`src/rtl/lmr_pkg.sv`:
```
package lmr_pkg;
  localparam int SEG_COUNT = 12;
  localparam int SEG_REGS = SEG_COUNT / 2;
  localparam logic [7:0] TOP_ATTR_OFF = 8'h59;
  localparam logic [7:0] SEG_ATTR_OFF = 8'h5A;
  localparam logic [7:0] SMRAM_OFF = 8'h72;
  localparam logic [7:0] SIZE_OFF = 8'h57;
  localparam logic [7:0] SMRAM_RST = 8'h02;
  localparam logic [19:0] WIN_LO = 20'hA0000;
  localparam logic [19:0] ROM_LO = 20'hC0000;
  localparam logic [19:0] TOP_LO = 20'hF0000;
  localparam int SEG_SHIFT = 14;

  typedef enum logic [1:0] {
    ROUTE_RAM = 2'd0,
    ROUTE_ROM = 2'd1,
    ROUTE_PCI = 2'd2
  } route_e;

  typedef struct packed {
    logic topWr;
    logic [SEG_COUNT-1:0] segWr;
    logic smramWr;
    logic sizeWr;
  } strobe_t;

  function automatic route_e attrRoute(input logic [1:0] code);
    case (code)
      2'd3: attrRoute = ROUTE_RAM;
      2'd1: attrRoute = ROUTE_ROM;
      default: attrRoute = ROUTE_PCI;
    endcase
  endfunction
endpackage

```
`src/rtl/lmr_ctrl.sv`:
```
module lmr_ctrl
  import lmr_pkg::*;
(
  input  logic       cfgWrEn,
  input  logic [7:0] cfgOffset,
  output strobe_t    strobes
);
  always_comb begin
    strobes.topWr = cfgWrEn && (cfgOffset == TOP_ATTR_OFF);
    strobes.smramWr = cfgWrEn && (cfgOffset == SMRAM_OFF);
    strobes.sizeWr = cfgWrEn && (cfgOffset == SIZE_OFF);
  end

  for (genvar i = 0; i < SEG_COUNT; i++) begin : g_segStb
    assign strobes.segWr[i] = cfgWrEn && (cfgOffset == SEG_ATTR_OFF + 8'(i / 2));
  end
endmodule

```
`src/rtl/lmr_datapath.sv`:
```
module lmr_datapath
  import lmr_pkg::*;
#(
  parameter logic [7:0] SIZE_RST = 8'd255
) (
  input  logic        clk,
  input  logic        rstN,
  input  strobe_t     strobes,
  input  logic [7:0]  cfgData,
  input  logic        smmActive,
  input  logic [19:0] reqAddr,
  input  logic        reqWrite,
  output logic [1:0]  route,
  output logic        wrDiscard,
  output logic [7:0]  ramSizeUnits
);
  localparam logic [5:0] SEG_FIRST = 6'(ROM_LO >> SEG_SHIFT);

  logic [1:0] topAttr;
  logic [1:0] segAttr [SEG_COUNT];
  logic [7:0] smramCtl;
  logic [7:0] sizeReg;

  always_ff @(posedge clk) begin
    if (!rstN) begin
      topAttr <= 2'd0;
      smramCtl <= SMRAM_RST;
      sizeReg <= SIZE_RST;
    end else begin
      if (strobes.topWr) topAttr <= cfgData[5:4];
      if (strobes.smramWr) smramCtl <= cfgData;
      if (strobes.sizeWr) sizeReg <= cfgData;
    end
  end

  for (genvar i = 0; i < SEG_COUNT; i++) begin : g_seg
    localparam int LSB = (i % 2) * 4;
    always_ff @(posedge clk) begin
      if (!rstN) segAttr[i] <= 2'd0;
      else if (strobes.segWr[i]) segAttr[i] <= cfgData[LSB +: 2];
    end
  end

  logic [5:0] segIdx;
  logic [1:0] segCode;
  logic       winOpen;
  route_e     routeNext;

  always_comb begin
    segIdx = reqAddr[19:SEG_SHIFT] - SEG_FIRST;
    segCode = 2'd0;
    for (int i = 0; i < SEG_COUNT; i++) begin
      if (segIdx == 6'(i)) segCode = segAttr[i];
    end
    winOpen = smramCtl[6] || (smramCtl[3] && smmActive);
    if (reqAddr < WIN_LO) routeNext = ROUTE_RAM;
    else if (reqAddr < ROM_LO) routeNext = winOpen ? ROUTE_RAM : ROUTE_PCI;
    else if (reqAddr < TOP_LO) routeNext = attrRoute(segCode);
    else routeNext = attrRoute(topAttr);
  end

  assign route = routeNext;
  assign wrDiscard = reqWrite && (routeNext == ROUTE_ROM);
  assign ramSizeUnits = sizeReg;
endmodule

```
`src/rtl/lowmem_route_decoder.sv`:
```
module lowmem_route_decoder
  import lmr_pkg::*;
#(
  parameter int RAM_MBYTES = 4096
) (
  input  logic        clk,
  input  logic        rstN,
  input  logic        cfgWrEn,
  input  logic [7:0]  cfgOffset,
  input  logic [7:0]  cfgData,
  input  logic        smmActive,
  input  logic [19:0] reqAddr,
  input  logic        reqWrite,
  output logic [1:0]  route,
  output logic        wrDiscard,
  output logic [7:0]  ramSizeUnits
);
  localparam int SIZE_UNITS = RAM_MBYTES / 8;
  localparam logic [7:0] SIZE_RST = (SIZE_UNITS > 255) ? 8'd255 : 8'(SIZE_UNITS);

  strobe_t strobes;

  lmr_ctrl i_ctrl (
    .cfgWrEn(cfgWrEn),
    .cfgOffset(cfgOffset),
    .strobes(strobes)
  );

  lmr_datapath #(.SIZE_RST(SIZE_RST)) i_dp (
    .clk(clk),
    .rstN(rstN),
    .strobes(strobes),
    .cfgData(cfgData),
    .smmActive(smmActive),
    .reqAddr(reqAddr),
    .reqWrite(reqWrite),
    .route(route),
    .wrDiscard(wrDiscard),
    .ramSizeUnits(ramSizeUnits)
  );
endmodule

```
`config.mk`:
```
export PLATFORM = sky130hd
export DESIGN_NAME = lowmem_route_decoder
export DESIGN_NICKNAME = d
export VERILOG_FILES = /design/src/rtl/lmr_pkg.sv /design/src/rtl/lmr_ctrl.sv /design/src/rtl/lmr_datapath.sv /design/src/rtl/lowmem_route_decoder.sv
export SDC_FILE = /design/constraint.sdc
export NUM_CORES = 1
export LEC_CHECK = 0
export ABC_AREA = 1
export ABC_CLOCK_PERIOD_IN_PS = 4500
export BUFFER_PORTS_ARGS = -buffer_cell sky130_fd_sc_hd__clkbuf_2
export CAP_MARGIN = 20
export CORE_MARGIN = 4
export CORE_UTILIZATION = 40
export DETAILED_ROUTE_END_ITERATION = 8
export PLACE_DENSITY_LB_ADDON = 0.08
export SYNTH_ARGS = -nofsm -noshare
export SYNTH_HDL_FRONTEND = slang
export SYNTH_SLANG_ARGS = --single-unit
```
`constraint.sdc`:
```
create_clock -name clk -period 4.5 [get_ports clk]
set_clock_uncertainty 0.15 [all_clocks]
set_input_delay 0.225 -clock clk [delete_from_list [all_inputs] [get_ports clk]]
set_output_delay 0.225 -clock clk [all_outputs]
set_load 0.02 [all_outputs]
```
Yosys cells after proc, flatten, opt, wreduce, memory -nomap -nowiden. Memory sizes are Yosys's and may differ from the RTL's. Index checks and enable logic that the tools add are counted.

Add/subtract/negate cells: 1. Magnitude comparators: 3. Eq/ne operators: 25. Muxes and demuxes: 49. Bitwise logic cells: 12. Reduce and logical (&&, ||, !) cells: 13.

Operators by type and width (number): $eq A8 B7 Y1 const B (9); $lt A20 B20 Y1 const B (3); $mux W2 (28); $eq A6 B3 Y1 const B (4); $eq A6 B4 Y1 const B (4); $mux W1 (19); $eq A6 B2 Y1 const B (2); $or A1 B1 Y1 (12); $logic_and A1 B1 Y1 (11); $pmux W2 S2 (2); $eq A2 B1 Y1 const B (3); $eq A6 B1 Y1 const B (1); $logic_not A6 Y1 (1); $sub A6 B6 Y6 const B (1); $eq A2 B2 Y1 const B (2); $logic_or A1 B1 Y1 (1).

Register bits after elaboration: 17. RAM bits: 24. Input port bits: 41. Output and inout bits: 11. Logic and storage cells: 107. Memories: 1.

Memory list: i_dp.segAttr (depth 12, bits a word 2, read ports 12, clocked after memory_dff 0, write ports 12, line lmr_datapath.sv:20) `logic [1:0] segAttr [SEG_COUNT];`.

Depth between registers and ports, before layout.
Word-level depth: 21. Depth in mapped cells: 15. Gate-level depth less buffers: 15.

Cells and area by module. Synthesis repeated with hierarchy kept, for this count alone.

Cell total of the unflattened synthesis: 247. Area, all modules: 1975.6 um2.

Modules (own cells, without submodules): lmr_datapath (instances 1, cells each 205, area each 1765.4 um2, seq. area each 960.9 um2); lmr_ctrl (instances 1, cells each 42, area each 210.2 um2, seq. area each 0.0 um2).

Least setup slack after synthesis. No wires, ideal clock.

Path type: in2out. From: input reqAddr[19]. To: output route[1]. Arrival: 1333 ps. Required time: 4125 ps. Setup slack: 2792 ps. Stages on the path: 9. Buffers on the path: 0. Path through: nand2_2 > nor3_4 > nand2_2 > or2_0 > nand2_1 > nand2_1 > nand2_1 > nand4_1 > a21oi_1.

Longest elaborated chain between the ends: 19. Elaborated cells on any way between the ends: 34. Classes of those cells: add/sub: 1; order compare: 3; eq/ne: 13; mux: 16; reduce/logical: 1.

Ends and longest elaborated chain: start, declared (line lowmem_route_decoder.sv:12) `input logic [19:0] reqAddr,`; $sub A6 B6 Y6 (line lmr_datapath.sv:50) `segIdx = reqAddr[19:SEG_SHIFT] - SEG_FIRST;`; $logic_not A6 Y1 (line lmr_datapath.sv:53) `if (segIdx == 6'(i)) segCode = segAttr[i];`; $mux W2 (12 in series) (line lmr_datapath.sv:53); $eq A2 B1 Y1 / $eq A2 B2 Y1 (equally long branches) (line lmr_pkg.sv:28) `case (code)`; $pmux W2 S2 (line lmr_pkg.sv:28); $mux W2 (line lmr_datapath.sv:58) `else if (reqAddr < TOP_LO) routeNext = attrRoute(segCode);`; $mux W2 (line lmr_datapath.sv:57) `else if (reqAddr < ROM_LO) routeNext = winOpen ? ROUTE_RAM : ROUTE_PCI;`; $mux W2 * (line lmr_datapath.sv:56) `if (reqAddr < WIN_LO) routeNext = ROUTE_RAM;`; end, declared (line lowmem_route_decoder.sv:14) `output logic [1:0] route,`.

Every way passes the cells marked *; elsewhere a longest branch is shown, timed or not.

==> results.sh <==
export IMPL_synth_cells=225
export IMPL_fp_dieH_um=75.5
export IMPL_ir_drop_v=0.000164
export IMPL_crit_path_end_kind="output port"
export IMPL_maxSlewHeadroom_pct=57.0
export IMPL_worstHoldPathType="primary input to flop"
export IMPL_min_period_ns=2.13
export IMPL_tritoncts="built"
export IMPL_grt_pass1_wl_um=6770
export IMPL_synth_cell_types=24
export IMPL_r2r_slack_ns=3.68
export IMPL_grt_pass1_vias=1503
export IMPL_yosysMostFrequentCell="nor2_1"
export IMPL_die_width_um=75.5
export IMPL_cts_clk_slew_worst_paths_ns=0.07
export IMPL_synth_edf_count=24
export IMPL_drive_gt1_share_pct=22.6
export IMPL_yosys_top_cells_count="nor2_1 (44), nand2_1 (42), inv_1 (28)"
export IMPL_startpoint_type="flop"
export IMPL_drtIter0Drc=48
export IMPL_ys_ff_latch=36
export IMPL_setup_viol=0
export IMPL_holdBufCountCts=0
export IMPL_clock_latency_ns=0.28
export IMPL_wl_per_cell_um=12.5
export IMPL_h_tree_depth=2
export IMPL_hp_start="cfgData[7]"
export IMPL_avgSynthCellArea_um2=8.10
export IMPL_vias=1538
export IMPL_yosysTopAreaCell="edfxtp_1"
export IMPL_drcViolationCount=0
export IMPL_worst_slack_ns=2.37
export IMPL_io_buffers=37
export IMPL_cts_made_buffers=5
export IMPL_grt_setup_unrepaired="false"
export IMPL_drv_cap=0
export IMPL_cp_max_fo=2
export IMPL_tightestPinTransition_ns=0.638
export IMPL_min_path_cells=3
export IMPL_initial_utilization_pct=41.6
export IMPL_wirelength_um=3960
export IMPL_cp_required_ns=4.12
export IMPL_hold_violations=0
export IMPL_ys_seq_area_share_pct=52.7
export IMPL_die_area_mm2=0.00570
export IMPL_root_buffer="clkbuf_8"
export IMPL_core_mm2=0.00438
export IMPL_place_ws_ns=2.39
export IMPL_tns_ns=0
export IMPL_max_freq_mhz=471
export IMPL_critPathLaunch="i_dp.segAttr[0][1]"
export IMPL_grt_max_degree=23
export IMPL_hold_ws_ns=0.0334
export IMPL_cts_buffer_depth=2
export IMPL_slew_viol_final=0
export IMPL_powerDensity_mw_per_mm2=295
export IMPL_fin_cells=318
export IMPL_netlist_area_mm2=0.00182
export IMPL_synth_fp_nets=266
export IMPL_fin_nets=307
export IMPL_io_pin_count=52
export IMPL_synth_top_cell_area_share_pct=39.5
export IMPL_min_period_over_period_pct=47.2
export IMPL_power_leakage_nw=1.00
export IMPL_cts_sinks=36
export IMPL_cts_resized=0
export IMPL_firstDrtPassIters=4
export IMPL_yosys_warnings=0
export IMPL_rows=24
export IMPL_async_flop_share_pct=0
export IMPL_reg2reg_to="i_dp.topAttr[1]"
export IMPL_hold_end="i_dp.ramSizeUnits[7]"
export IMPL_synth_main_ff_cell="edfxtp_1"
export IMPL_arrival_ns=1.75
export IMPL_place_inst=311
export IMPL_syn2layout_area_growth_pct=17.3
export IMPL_antenna_found_initial=0
export IMPL_dp_hpwl_um=3160
export IMPL_globalplace_congestion=0.802
export IMPL_grt_use_total_pct=16.0
export IMPL_status="complete, no violations"
export IMPL_drt_vias_per_instance=4.84
export IMPL_reg2reg_from="i_dp.topAttr[1]"
export IMPL_antenna_left=0
export IMPL_n_antenna_cell=0
export IMPL_overflow=0
export IMPL_postCtsSetupBuffers=0
export IMPL_crit_type="flop to output port"
export IMPL_rr_worst_depth=2
export IMPL_synth_area_leaders="edfxtp_1 (40%), dfxtp_1 (13%), nor2_1 (9.1%)"
==> how the worst max path moves through the flow <==
| stage | cells after the start | slack, ns | end |
|---|---|---|---|
| floorplan | 9 | 2.79 | route[1] |
| finish | 12 | 2.37 | wrDiscard |
| global placement | 17 | 2.41 | wrDiscard |
| CTS | 17 | 2.38 | wrDiscard |
| global route | 12 | 2.21 | wrDiscard |
| detailed placement | 17 | 2.39 | wrDiscard |
==> where the power goes <==
group / internal, W / switching (W) / total (W)
clock network: 0.000102 / 0.000103 / 0.000205
logic: 0.0000185 / 0.0000404 / 0.0000589
registers: 0.000363 / 0.00000366 / 0.000367
==> state kept, by name (all words and copies together) (netlist names) <==
signal / cells
i_dp.smramCtl: 2
i_dp.segAttr: 24
i_dp.ramSizeUnits: 8
i_dp.topAttr: 2
==> layout make-up <==
| cell class | count | area (µm²) |
|---|---|---|
| Clock buffer | 5 | 68.8 |
| Clock inverter | 2 | 7.51 |
| Fill cell | 468 | 2250 |
| Inverter | 34 | 128 |
| Multi-Input combinational cell | 152 | 723 |
| Sequential cell | 36 | 961 |
| Tap cell | 52 | 65.1 |
| Timing Repair Buffer | 37 | 185 |
==> through the flow <==
step / area [µm²] / power [W] / util (%)
detailed placement: 2060 / 0.000434 / 47.0
CTS: 2140 / 0.000638 / 48.8
floorplan: 1820 / 0.000407 / -
global route: 2140 / 0.000656 / 48.8
finish: 2140 / 0.000631 / 48.8
global placement: 2060 / 0.000433 / 47.0
==> worst max-delay path, cell delays in order (launching register included) <==
cell      delay [ns]
edfxtp_1        0.39
nand4_1         0.11
nand3_1         0.09
nor2_1          0.10
nand4_1         0.09
nand2_1         0.09
nand4_1         0.07
nor2_1          0.11
nand2_1         0.06
nand2_1         0.06
nand2_2         0.06
nor2_2          0.07
clkbuf_2        0.16
==> placed cells by master, fill, tap and decap left out, drive strengths merged <==
cell type / n
inv: 33
clkbuf: 42
nand3: 19
a211oi: 2
or2: 3
a21oi: 5
o21ai: 8
and3: 1
nor3: 4
nand4: 9
dfxtp: 12
nor2: 48
o211ai: 6
edfxtp: 24
nand2: 46
clkinv: 3
nor4: 1
==> per-layer routing <==
metal	vias to the layer above	routed length [µm]	track usage, %
li1	822	-	-
met1	664	1930	20.5
met2	47	1750	26.4
met3	5	230	3.69
met4	0	56	5.83
met5	-	0	0
==> kinds of logic (layout without fill, tap and decap cells) <==
logic type             count (synthesis)  after routing  synth area share, %
AO/OA/AOI/OAI                         21             21                 7.07
flip-flops                            36             36                 52.7
AND/OR/NAND/NOR                      131            131                 32.6
buffers and inverters                 37             78                 7.62
(Power assumes the default switching activity.)
